**src/rtl/pdma_pkg.sv**
```systemverilog
package pdma_pkg;

  localparam int CTX_LEN_W   = 12;
  localparam int CTX_ADDR_W  = 32;
  localparam int CTX_LAST_B  = 63;
  localparam int CTX_LEN_LSB = 32;

  localparam logic [1:0] RA_CTX_A = 2'd0;
  localparam logic [1:0] RA_CTX_B = 2'd1;
  localparam logic [1:0] RA_CTL   = 2'd2;
  localparam logic [1:0] RA_DIAG  = 2'd3;

  localparam int CB_DIR   = 0;
  localparam int CB_EN    = 1;
  localparam int CB_ABORT = 2;
  localparam int CB_VB    = 3;
  localparam int CB_VA    = 4;
  localparam int CB_ERR   = 5;

  typedef enum logic [2:0] {
    ST_IDLE, ST_CHECK, ST_FETCH, ST_SEND, ST_RECV, ST_WRITE, ST_DONE
  } eng_state_t;

  typedef struct packed {
    logic                  last;
    logic [CTX_LEN_W-1:0]  len;
    logic [CTX_ADDR_W-1:0] base;
  } ctx_t;

  function automatic ctx_t unpack_ctx(input logic [63:0] w);
    ctx_t c;
    c.last = w[CTX_LAST_B];
    c.len  = w[CTX_LEN_LSB +: CTX_LEN_W];
    c.base = w[CTX_ADDR_W-1:0];
    return c;
  endfunction

  function automatic logic [63:0] pack_ctx(input ctx_t c);
    logic [63:0] w;
    w = '0;
    w[CTX_LAST_B] = c.last;
    w[CTX_LEN_LSB +: CTX_LEN_W] = c.len;
    w[CTX_ADDR_W-1:0] = c.base;
    return w;
  endfunction

endpackage

```
**src/rtl/pdma_ctx_check.sv**
```systemverilog
module pdma_ctx_check
  import pdma_pkg::*;
#(
  parameter int PAGE_BITS     = 12,
  parameter int IN_ALIGN_BITS = 6
) (
  input  ctx_t ctx,
  input  logic dir_in,
  output logic ok
);
  localparam int SUM_W = PAGE_BITS + 1;

  logic [SUM_W-1:0] end_off;
  logic             page_bad;
  logic             align_bad;

  assign end_off  = {1'b0, ctx.base[PAGE_BITS-1:0]} + SUM_W'(ctx.len);
  assign page_bad = end_off[PAGE_BITS];

  generate
    if (IN_ALIGN_BITS == 0) begin : g_no_align
      assign align_bad = 1'b0;
    end else begin : g_align
      assign align_bad = dir_in && (ctx.base[IN_ALIGN_BITS-1:0] != '0);
    end
  endgenerate

  assign ok = !page_bad && !align_bad;

endmodule

```
**src/rtl/pdma_regs.sv**
```systemverilog
module pdma_regs
  import pdma_pkg::*;
#(
  parameter int CNT_W = 12
) (
  input  logic             clk,
  input  logic             rst,
  input  logic [1:0]       reg_addr,
  input  logic             reg_wr,
  input  logic [63:0]      reg_wdata,
  input  logic             reg_rd,
  output logic [63:0]      reg_rdata,
  input  logic             clr_a,
  input  logic             clr_b,
  input  logic             err_set,
  input  logic             diag_sel,
  input  logic             diag_active,
  input  logic [CNT_W-1:0] diag_count,
  output ctx_t             ctx_a,
  output ctx_t             ctx_b,
  output logic             dir,
  output logic             en,
  output logic             valid_a,
  output logic             valid_b,
  output logic             abort
);
  logic ctl_wr;
  logic err;

  assign ctl_wr = reg_wr && (reg_addr == RA_CTL);
  assign abort  = ctl_wr && reg_wdata[CB_ABORT];

  always_ff @(posedge clk) begin
    if (rst) begin
      ctx_a <= '0;
      ctx_b <= '0;
    end else if (reg_wr) begin
      if (reg_addr == RA_CTX_A) ctx_a <= unpack_ctx(reg_wdata);
      if (reg_addr == RA_CTX_B) ctx_b <= unpack_ctx(reg_wdata);
    end
  end

  always_ff @(posedge clk) begin
    if (rst) begin
      dir     <= 1'b0;
      en      <= 1'b0;
      valid_a <= 1'b0;
      valid_b <= 1'b0;
      err     <= 1'b0;
    end else begin
      if (clr_a) valid_a <= 1'b0;
      if (clr_b) valid_b <= 1'b0;
      if (ctl_wr) begin
        dir     <= reg_wdata[CB_DIR];
        en      <= reg_wdata[CB_EN];
        valid_a <= reg_wdata[CB_VA];
        valid_b <= reg_wdata[CB_VB];
        if (reg_wdata[CB_ERR]) err <= 1'b0;
      end
      if (err_set) err <= 1'b1;
      if (abort) begin
        valid_a <= 1'b0;
        valid_b <= 1'b0;
        err     <= 1'b0;
      end
    end
  end

  always_ff @(posedge clk) begin
    if (rst) begin
      reg_rdata <= '0;
    end else if (reg_rd) begin
      unique case (reg_addr)
        RA_CTX_A: reg_rdata <= pack_ctx(ctx_a);
        RA_CTX_B: reg_rdata <= pack_ctx(ctx_b);
        RA_CTL:   reg_rdata <= 64'({err, valid_a, valid_b, 1'b0, en, dir});
        default:  reg_rdata <= 64'({diag_count, diag_active, diag_sel});
      endcase
    end
  end

  a_r10_abort_clears: assert property (@(posedge clk) disable iff (rst)
    abort |=> (!valid_a && !valid_b && !err));

  a_r6_err_sticky: assert property (@(posedge clk) disable iff (rst || abort)
    err_set |=> err);

endmodule

```
**src/rtl/pdma_engine.sv**
```systemverilog
module pdma_engine
  import pdma_pkg::*;
#(
  parameter int PAGE_BITS     = 12,
  parameter int IN_ALIGN_BITS = 6,
  parameter int ADDR_W        = 32,
  parameter int DATA_W        = 8
) (
  input  logic              clk,
  input  logic              rst,
  input  logic              abort,
  input  logic              en,
  input  logic              dir,
  input  logic              valid_a,
  input  logic              valid_b,
  input  ctx_t              ctx_a,
  input  ctx_t              ctx_b,
  output logic              mem_req,
  output logic              mem_we,
  output logic [ADDR_W-1:0] mem_addr,
  output logic [DATA_W-1:0] mem_wdata,
  input  logic              mem_gnt,
  input  logic [DATA_W-1:0] mem_rdata,
  output logic              tx_valid,
  output logic [DATA_W-1:0] tx_data,
  input  logic              tx_ready,
  input  logic              rx_valid,
  input  logic [DATA_W-1:0] rx_data,
  output logic              rx_ready,
  output logic              clr_a,
  output logic              clr_b,
  output logic              err_set,
  output logic              tc_pulse,
  output logic              sel,
  output logic              active,
  output logic [PAGE_BITS-1:0] count
);
  eng_state_t          st;
  logic [ADDR_W-1:0]   cur_addr;
  logic [PAGE_BITS-1:0] cnt;
  logic [DATA_W-1:0]   hold;
  logic                last_f;
  logic                tc_q;
  logic                cur_valid;
  logic                oth_valid;
  ctx_t                cur_ctx;
  logic                ctx_ok;
  logic                finish;
  logic                reject;
  logic                xfer;

  assign cur_valid = sel ? valid_b : valid_a;
  assign oth_valid = sel ? valid_a : valid_b;
  assign cur_ctx   = sel ? ctx_b : ctx_a;

  pdma_ctx_check #(
    .PAGE_BITS    (PAGE_BITS),
    .IN_ALIGN_BITS(IN_ALIGN_BITS)
  ) u_check (
    .ctx   (cur_ctx),
    .dir_in(dir),
    .ok    (ctx_ok)
  );

  assign finish  = en && (st == ST_DONE);
  assign reject  = en && (st == ST_CHECK) && !ctx_ok;
  assign clr_a   = (finish || reject) && !sel;
  assign clr_b   = (finish || reject) && sel;
  assign err_set = reject;
  assign xfer    = (st == ST_FETCH) || (st == ST_SEND) ||
                   (st == ST_RECV)  || (st == ST_WRITE);

  always_ff @(posedge clk) begin
    tc_q <= 1'b0;
    if (rst || abort) begin
      st       <= ST_IDLE;
      sel      <= 1'b0;
      cur_addr <= '0;
      cnt      <= '0;
      hold     <= '0;
      last_f   <= 1'b0;
    end else if (en) begin
      unique case (st)
        ST_IDLE: begin
          if (cur_valid) begin
            st <= ST_CHECK;
          end else if (oth_valid) begin
            sel <= ~sel;
            st  <= ST_CHECK;
          end
        end
        ST_CHECK: begin
          if (!ctx_ok) begin
            sel <= ~sel;
            st  <= ST_IDLE;
          end else begin
            cur_addr <= cur_ctx.base[ADDR_W-1:0];
            cnt      <= cur_ctx.len[PAGE_BITS-1:0];
            last_f   <= cur_ctx.last;
            st       <= dir ? ST_RECV : ST_FETCH;
          end
        end
        ST_FETCH: begin
          if (mem_gnt) begin
            hold <= mem_rdata;
            st   <= ST_SEND;
          end
        end
        ST_SEND: begin
          if (tx_ready) begin
            if (cnt == '0) begin
              st <= ST_DONE;
            end else begin
              cnt      <= cnt - 1'b1;
              cur_addr <= cur_addr + 1'b1;
              st       <= ST_FETCH;
            end
          end
        end
        ST_RECV: begin
          if (rx_valid) begin
            hold <= rx_data;
            st   <= ST_WRITE;
          end
        end
        ST_WRITE: begin
          if (mem_gnt) begin
            if (cnt == '0) begin
              st <= ST_DONE;
            end else begin
              cnt      <= cnt - 1'b1;
              cur_addr <= cur_addr + 1'b1;
              st       <= ST_RECV;
            end
          end
        end
        ST_DONE: begin
          tc_q <= last_f;
          sel  <= ~sel;
          st   <= ST_IDLE;
        end
        default: st <= ST_IDLE;
      endcase
    end
  end

  assign mem_req   = en && ((st == ST_FETCH) || (st == ST_WRITE));
  assign mem_we    = (st == ST_WRITE);
  assign mem_addr  = cur_addr;
  assign mem_wdata = hold;
  assign tx_valid  = en && (st == ST_SEND);
  assign tx_data   = hold;
  assign rx_ready  = en && (st == ST_RECV);
  assign tc_pulse  = tc_q;
  assign active    = en && (st != ST_IDLE);
  assign count     = cnt;

  a_r4_tc_single: assert property (@(posedge clk) disable iff (rst)
    tc_pulse |=> !tc_pulse);

  a_r8_freeze_hold: assert property (@(posedge clk) disable iff (rst || abort)
    (!en && st != ST_IDLE) |=> ($stable(cnt) && $stable(cur_addr) && $stable(sel)));

  a_r9_count_down: assert property (@(posedge clk) disable iff (rst || abort)
    xfer |=> (cnt <= $past(cnt)));

  a_r8_no_req_frozen: assert property (@(posedge clk) disable iff (rst)
    (!en && $past(!en)) |-> (!tx_valid && !rx_ready && !mem_req));

endmodule

```
**src/rtl/pdma_channel.sv**
```systemverilog
module pdma_channel
  import pdma_pkg::*;
#(
  parameter int PAGE_BITS     = 12,
  parameter int IN_ALIGN_BITS = 6,
  parameter int ADDR_W        = 32,
  parameter int DATA_W        = 8
) (
  input  logic              clk,
  input  logic              rst,
  input  logic [1:0]        reg_addr,
  input  logic              reg_wr,
  input  logic [63:0]       reg_wdata,
  input  logic              reg_rd,
  output logic [63:0]       reg_rdata,
  output logic              mem_req,
  output logic              mem_we,
  output logic [ADDR_W-1:0] mem_addr,
  output logic [DATA_W-1:0] mem_wdata,
  input  logic              mem_gnt,
  input  logic [DATA_W-1:0] mem_rdata,
  output logic              tx_valid,
  output logic [DATA_W-1:0] tx_data,
  input  logic              tx_ready,
  input  logic              rx_valid,
  input  logic [DATA_W-1:0] rx_data,
  output logic              rx_ready,
  output logic              tc_pulse
);
  ctx_t                 ctx_a, ctx_b;
  logic                 dir, en, valid_a, valid_b, abort;
  logic                 clr_a, clr_b, err_set;
  logic                 sel, active;
  logic [PAGE_BITS-1:0] count;

  pdma_regs #(.CNT_W(PAGE_BITS)) u_regs (
    .clk        (clk),
    .rst        (rst),
    .reg_addr   (reg_addr),
    .reg_wr     (reg_wr),
    .reg_wdata  (reg_wdata),
    .reg_rd     (reg_rd),
    .reg_rdata  (reg_rdata),
    .clr_a      (clr_a),
    .clr_b      (clr_b),
    .err_set    (err_set),
    .diag_sel   (sel),
    .diag_active(active),
    .diag_count (count),
    .ctx_a      (ctx_a),
    .ctx_b      (ctx_b),
    .dir        (dir),
    .en         (en),
    .valid_a    (valid_a),
    .valid_b    (valid_b),
    .abort      (abort)
  );

  pdma_engine #(
    .PAGE_BITS    (PAGE_BITS),
    .IN_ALIGN_BITS(IN_ALIGN_BITS),
    .ADDR_W       (ADDR_W),
    .DATA_W       (DATA_W)
  ) u_engine (
    .clk      (clk),
    .rst      (rst),
    .abort    (abort),
    .en       (en),
    .dir      (dir),
    .valid_a  (valid_a),
    .valid_b  (valid_b),
    .ctx_a    (ctx_a),
    .ctx_b    (ctx_b),
    .mem_req  (mem_req),
    .mem_we   (mem_we),
    .mem_addr (mem_addr),
    .mem_wdata(mem_wdata),
    .mem_gnt  (mem_gnt),
    .mem_rdata(mem_rdata),
    .tx_valid (tx_valid),
    .tx_data  (tx_data),
    .tx_ready (tx_ready),
    .rx_valid (rx_valid),
    .rx_data  (rx_data),
    .rx_ready (rx_ready),
    .clr_a    (clr_a),
    .clr_b    (clr_b),
    .err_set  (err_set),
    .tc_pulse (tc_pulse),
    .sel      (sel),
    .active   (active),
    .count    (count)
  );

endmodule

```
**config.mk**
```make
export PLATFORM = sky130hd
export DESIGN_NAME = pdma_channel
export DESIGN_NICKNAME = d
export VERILOG_FILES = /design/src/rtl/pdma_pkg.sv /design/src/rtl/pdma_ctx_check.sv /design/src/rtl/pdma_regs.sv /design/src/rtl/pdma_engine.sv /design/src/rtl/pdma_channel.sv
export SDC_FILE = /design/constraint.sdc
export NUM_CORES = 1
export LEC_CHECK = 0
export BUFFER_PORTS_ARGS = -buffer_cell sky130_fd_sc_hd__buf_2
export CAP_MARGIN = 10
export CORE_MARGIN = 3
export CORE_UTILIZATION = 46
export CTS_BUF_LIST = sky130_fd_sc_hd__clkbuf_4 sky130_fd_sc_hd__clkbuf_8 sky130_fd_sc_hd__clkbuf_16
export CTS_CLUSTER_DIAMETER = 100
export DETAILED_ROUTE_END_ITERATION = 7
export PLACE_DENSITY = 0.68
export SYNTH_ARGS = -nofsm -noshare
export SYNTH_HDL_FRONTEND = slang
export SYNTH_SLANG_ARGS = --single-unit
```
**constraint.sdc**
```tcl
create_clock -name clk -period 7.9 [get_ports clk]
set_clock_uncertainty 0.05 [all_clocks]
set_input_delay 0.79 -clock clk [delete_from_list [all_inputs] [get_ports clk]]
set_output_delay 0.79 -clock clk [all_outputs]
set_load 0.005 [all_outputs]
```
After elaboration in Yosys (flattened, before gate mapping)
Cells that the tools add are included.
Storage, ports and cells
  flip-flop bits (word level): 217
  input port bits: 89
  output and inout port bits: 117
  logic and storage cells: 123
Operators by class
  $add $sub $neg: 3
  equal/unequal tests: 17
  muxes and demuxes: 39
  bitwise operators: 3
  reduce and logical (&&, ||, !) cells: 42
Operator list (number)
  $pmux W64 S3: 1
  $mux W32: 4
  $pmux W32 S3: 1
  $mux W12: 4
  $mux W45: 1
  $pmux W12 S3: 1
  $add A32 B1 Y32 const B: 1
  $mux W3: 9
  $pmux W3 S6: 1
  $mux W8: 2
  $pmux W8 S2: 1
  $add A12 B12 Y13: 1
  $logic_and A1 B1 Y1: 13
  $logic_not A12 Y1: 1
  $mux W1: 12
  $sub A12 B1 Y12 const B: 1
  $ne A2 B2 Y1 const B: 5
  $reduce_and A5 Y1: 2
  $reduce_bool A2 Y1: 5
  $eq A3 B3 Y1 const B: 3
  $reduce_bool A3 Y1: 3
  $eq A3 B2 Y1 const B: 2
  $ne A2 B1 Y1 const B: 3
  $reduce_and A2 Y1: 3
  17 further kinds: 24

Longest topological paths before layout
  word-level depth: 11
  mapped depth: 12
  depth with buffers taken out: 8

Modules after synthesis
A second synthesis with hierarchy kept.
Second synthesis, totals
  cell total of the unflattened synthesis: 1279
  area total of the unflattened synthesis: 10441.3 µm²
By module, submodules not included
  pdma_regs: times used 1, cells each 690, area an instance 5873.1 µm², seq. area each 2802.7 µm²
  pdma_engine: times used 1, cells each 561, area an instance 4314.1 µm², seq. area each 1161.1 µm²
  pdma_ctx_check: times used 1, cells each 28, area an instance 254.0 µm², seq. area each 0.0 µm²

Worst setup path after synthesis
Ideal clock, no wire load.
  path type: register to register
  from: register u_engine.sel
  to: register u_engine.cnt[11], in the netlist u_engine.count[11]
  setup time: 0.134 ns
  data arrival time: 3.255 ns
  data required time: 7.716 ns
  slack: 4.460 ns
  stages on the path, launching flop included: 12
  path buffers: 3
  period minus slack after synthesis: 3.440 ns
  cell sequence: dfxtp_1 > buf_2 > buf_1 > mux2_2 > ha_1 > a21o_1 > a21o_1 > a2111oi_4 > a31oi_2 > clkbuf_1 > o311ai_0 > o31ai_1
Between the ends
  cells in the longest elaborated chain, start to end: 7
  elaborated cells on any way between the ends: 11
  classes of those cells: 1 x add/sub; 1 x eq/ne; 3 x mux; 6 x reduce/logical
RTL lines
  start, declared: line pdma_engine.sv:34  | output logic sel,
  start signal, assigned: line pdma_engine.sv:88  | sel <= ~sel;
  start signal, assigned: line pdma_engine.sv:94  | sel <= ~sel;
  start signal, assigned: line pdma_engine.sv:139  | sel <= ~sel;
  $mux W45 (*): line pdma_engine.sv:54  | assign cur_ctx = sel ? ctx_b : ctx_a;
  parallel branches: the longest is 6 deep, another holds $add A12 B12 Y13
  end signal, assigned: line pdma_engine.sv:98  | cnt <= cur_ctx.len[PAGE_BITS-1:0];
  end signal, assigned: line pdma_engine.sv:114  | cnt <= cnt - 1'b1;
  end signal, assigned: line pdma_engine.sv:131  | cnt <= cnt - 1'b1;
  end, declared: line pdma_engine.sv:40  | logic [PAGE_BITS-1:0] cnt;
Every way passes the cells marked *. The select of a mux whose other input is x is not followed.
A chain may end at the register's enable or synchronous reset.

Worst setup path after layout
  from: register u_engine.sel
  to: register u_engine.cur_addr[8], in the netlist u_engine.mem_addr[8]
Between the ends
  cells in the longest elaborated chain, start to end: 7
  elaborated cells on any way between the ends: 11
  classes of those cells: 1 x add/sub; 1 x eq/ne; 3 x mux; 6 x reduce/logical
RTL lines
  $mux W45 (*): line pdma_engine.sv:54
  parallel branches: the longest is 6 deep, another holds $add A12 B12 Y13
  end signal, assigned: line pdma_engine.sv:97  | cur_addr <= cur_ctx.base[ADDR_W-1:0];
  end signal, assigned: line pdma_engine.sv:115  | cur_addr <= cur_addr + 1'b1;
  end signal, assigned: line pdma_engine.sv:132  | cur_addr <= cur_addr + 1'b1;
  end, declared: line pdma_engine.sv:39  | logic [ADDR_W-1:0] cur_addr;
Marked as above.

==> impl_results.md <==
- Insertion delay to the later sink of the worst-skew pair: 0.44 ns
- Reg area: 3965 um^2
- Die area: 24300 um^2
- RSZ-0062 raised after global routing: false
- Top Ports: 206
- GRT overflow: 0
- Layout Utilization: 0.5329
- PD cells: 178.9 nW/um^2
- Post-CTS Resized: 0
- Layout area overhead: 13.22%
- Num rows: 54
- Post-route minimum period: between 4 and 5 ns
- Global-route wire length before repair: about 47 mm
- Die H: between 150 and 200 um
- Hold Path Class: flop to flop
- CP Class: flop to flop
- WHS Endpoint: u_regs.ctx_b[6]
- Die Width: 155.9 um
- Setup Viol. Count Final: 0
- Hold Slack: 0.4181 ns
- Largest net degree at the start of global routing: ~100
- Final setup TNS: 0 ns
- Final ANT Viol Nets: 0
- Final Hold Viols: 0
- Total number of vias: 9465
- Fraction of layout cells with a size suffix above 1: 0.2228
- ANT cells: 0
- Initial core utilization: 0.4707
- Wire per inst: 18.12 um
- Leakage power: about 4.6 nW
- IO buf count: 167
- Reg-to-reg startpoint: u_engine.sel
- Clock Tree Root: clkbuf_16
- Setup bufs post-CTS: 0
- Maxcap violations: 0
- CP arrival: 4.82 ns
- Via density: roughly 5.7
- Count of cell types in the netlist: 69
- Global-route usage over all layers: 0.2380
- CP startpoint kind: flop
- Worst Hold Path Cells: 2
- Clock sinks: 198
- Avg Inst Size Synth: 8.145 um^2
- Initial DRC Count: 838
- R2R Setup Slk: 3.36 ns
- Number of flops mapped to enable cells by yosys: 0
- Capturing point of the worst reg2reg path: u_engine.mem_addr[8]
- Period utilisation layout: 0.5742
- CTS buffer count: 17
- Final HPWL DP: 19.57 mm
- Fmax: 0.2205 GHz
- Seq cells post-synth: 198
- Hold_buf cts: 0
- Fillers: 2117
- Least-Margin Pin Slew: between 1 and 1.5 ns
- WP data required: approximately 8 ns
- RePlAce Congestion: around 0.85
- Hold Crit Start: u_regs.ctx_b[6]
- Initial antenna violation count: 1
- Final WL: between 20 and 30 mm
- Clk buf depth: 2
- Total Nets Final: 1458
- Crit path max fanout: 39
- # DRC: 0
- R2R depth: 9
- Maximum vdd drop: 0.1390 mV
- Status: finished, final reports clean
- CTS tree: built
- Prevailing post-synth register cell: dfxtp_1
- CP Capture Type: flop
- Sequential element share of the synthesized area: 0.3835
- Cells after Synth: roughly 1300
- CORE AREA: 21960 um^2
- Post-synthesis async set-or-reset flop share: 0
- Pre-antenna DRT Iters: 5
- YS warnings: 0
- Worst-path clk slew: 0.07 ns
- Slew headroom: 0.2710
- Number of global-route vias before repair: 8541
- Mapped cell area: 10340 um^2
- Htree depth: 4
- Final Max Slew Viols: 0
- Multi-input logic area: 5814 um^2
-- critical path, stage by stage (launching register included) --
cell and delay (ns):
dfxtp_2 0.84, buf_4 0.55, mux2_2 0.44, ha_1 0.36, nand4_1 0.16, nor2_1 0.09, a2111oi_4 0.57, a31o_4 0.32
nand2_2 0.51, o221a_2 0.50
-- worst max path at each step --
stage | startpoint | cells after the start | slack [ns] | endpoint
floorplan | u_engine.sel | 11 | 4.46 | u_engine.count[11]
global placement | u_engine.sel | 9 | 3.47 | u_engine.mem_addr[8]
detailed placement | u_engine.sel | 9 | 3.42 | u_engine.mem_addr[8]
CTS | u_engine.sel | 9 | 3.41 | u_engine.mem_addr[8]
global route | u_engine.sel | 9 | 3.16 | u_engine.mem_addr[8]
finish | u_engine.sel | 9 | 3.36 | u_engine.mem_addr[8]
-- sequential cells by signal, summed over array words and instances, names as in the netlist --
signal,count
u_regs.reg_rdata,45
u_regs.err,1
u_regs.valid_a,1
u_engine.last_f,1
u_engine.mem_wdata,8
u_regs.valid_b,1
u_regs.ctx_b,45
u_regs.dir,1
u_engine.st,3
u_engine.tc_pulse,1
u_engine.sel,1
u_regs.en,1
u_engine.mem_addr,32
u_regs.ctx_a,45
u_engine.count,12
-- cell type report --
cell class              instances  share of cell area
clock buffers                  20             0.03988
clock inverters                12             0.01133
inverters                      10            0.003208
multi-input cells             949              0.4968
flip-flops and latches        198              0.3388
well taps                     280             0.02994
repair buffers                180             0.07997
-- metal layers --
layer,GRT usage,part of all wire,routed length [um],vias up
met4,0.06560,0.015,463,2
met1,0.3457,0.47,13960,4410
met3,0.03689,0.064,1917,29
li1,-,-,-,4664
met5,0,0.00067,20,-
met2,0.3685,0.45,13520,360
-- kinds of logic (layout without fill, tap and decap cells) --
| group | Yosys count | count (layout) | share of synthesized area |
|---|---|---|---|
| AOI/OAI and AO/OA | 358 | 358 | 0.2187 |
| xor gates and xnor gates | 2 | 2 | 0.001695 |
| adders and majority gates | 13 | 13 | 0.01574 |
| buffers and inverters | 140 | 222 | 0.06283 |
| DFF | 198 | 198 | 0.3835 |
| muxes | 106 | 106 | 0.1162 |
| other | 1 | 19 | 0.0003628 |
| and+or+nand+nor | 451 | 451 | 0.2009 |
-- layout by cell type (no fill, tap or decap), types with 6 or more instances in the layout --
cell and count:
inv_1 10, mux2i_1 36, a22oi_1 13, nand3_1 17, o21ai_0 39, dfxtp_1 197
nor3b_1 7, nor2b_1 32, nor3_1 25, o311ai_0 12, buf_4 14, a31oi_1 13
nor2_1 101, or3_1 6, and3_1 11, conb_1 19, a21oi_1 169, o31ai_1 33
nand2_1 208, ha_1 13, mux2_2 64, buf_2 166, a211oi_1 19, o211ai_1 20
clkbuf_16 17, nor4_1 7
-- Yosys cell counts, types with 6 or more instances --
master	instances	area share
mux2_2	64	0.070
clkbuf_1	83	0.030
a31oi_1	13	0.0079
o311ai_0	12	0.010
dfxtp_1	198	0.38
nor3b_1	7	0.0051
buf_1	9	0.0033
nand2_1	210	0.076
o211ai_1	20	0.015
a211oi_1	20	0.015
ha_1	13	0.016
buf_2	9	0.0044
nand3_1	17	0.0082
or3_1	6	0.0036
nor4_1	7	0.0042
and3_1	11	0.0067
nor2_1	101	0.037
a22oi_1	13	0.0094
o21ai_0	39	0.019
nor3_1	25	0.012
o31ai_1	33	0.024
a21oi_1	170	0.082
buf_4	28	0.020
inv_1	10	0.0036
mux2i_1	36	0.035
nor2b_1	33	0.020
-- where the power goes --
group | switching, W | internal (W) | total [W]
combinational | 0.000101 | 0.0000595 | 0.000160
clock | 0.000424 | 0.000473 | 0.000898
sequential | 0.0000168 | 0.00102 | 0.00104
total | 0.000542 | 0.00155 | 0.00209
-- through the flow --
stage                     worst slack, ns  cells  total power (W)  cell area (um^2)
after floorplan                     4.460   1287         0.001162             10400
after global placement              3.471   1617         0.001216             11100
after detailed placement            3.423   1617         0.001218             11100
after CTS                           3.406   1649         0.002103             11700
after global routing                3.158   1649         0.002170             11700
final                               3.364   1649         0.002093             11700
(Power assumes the default switching activity.)
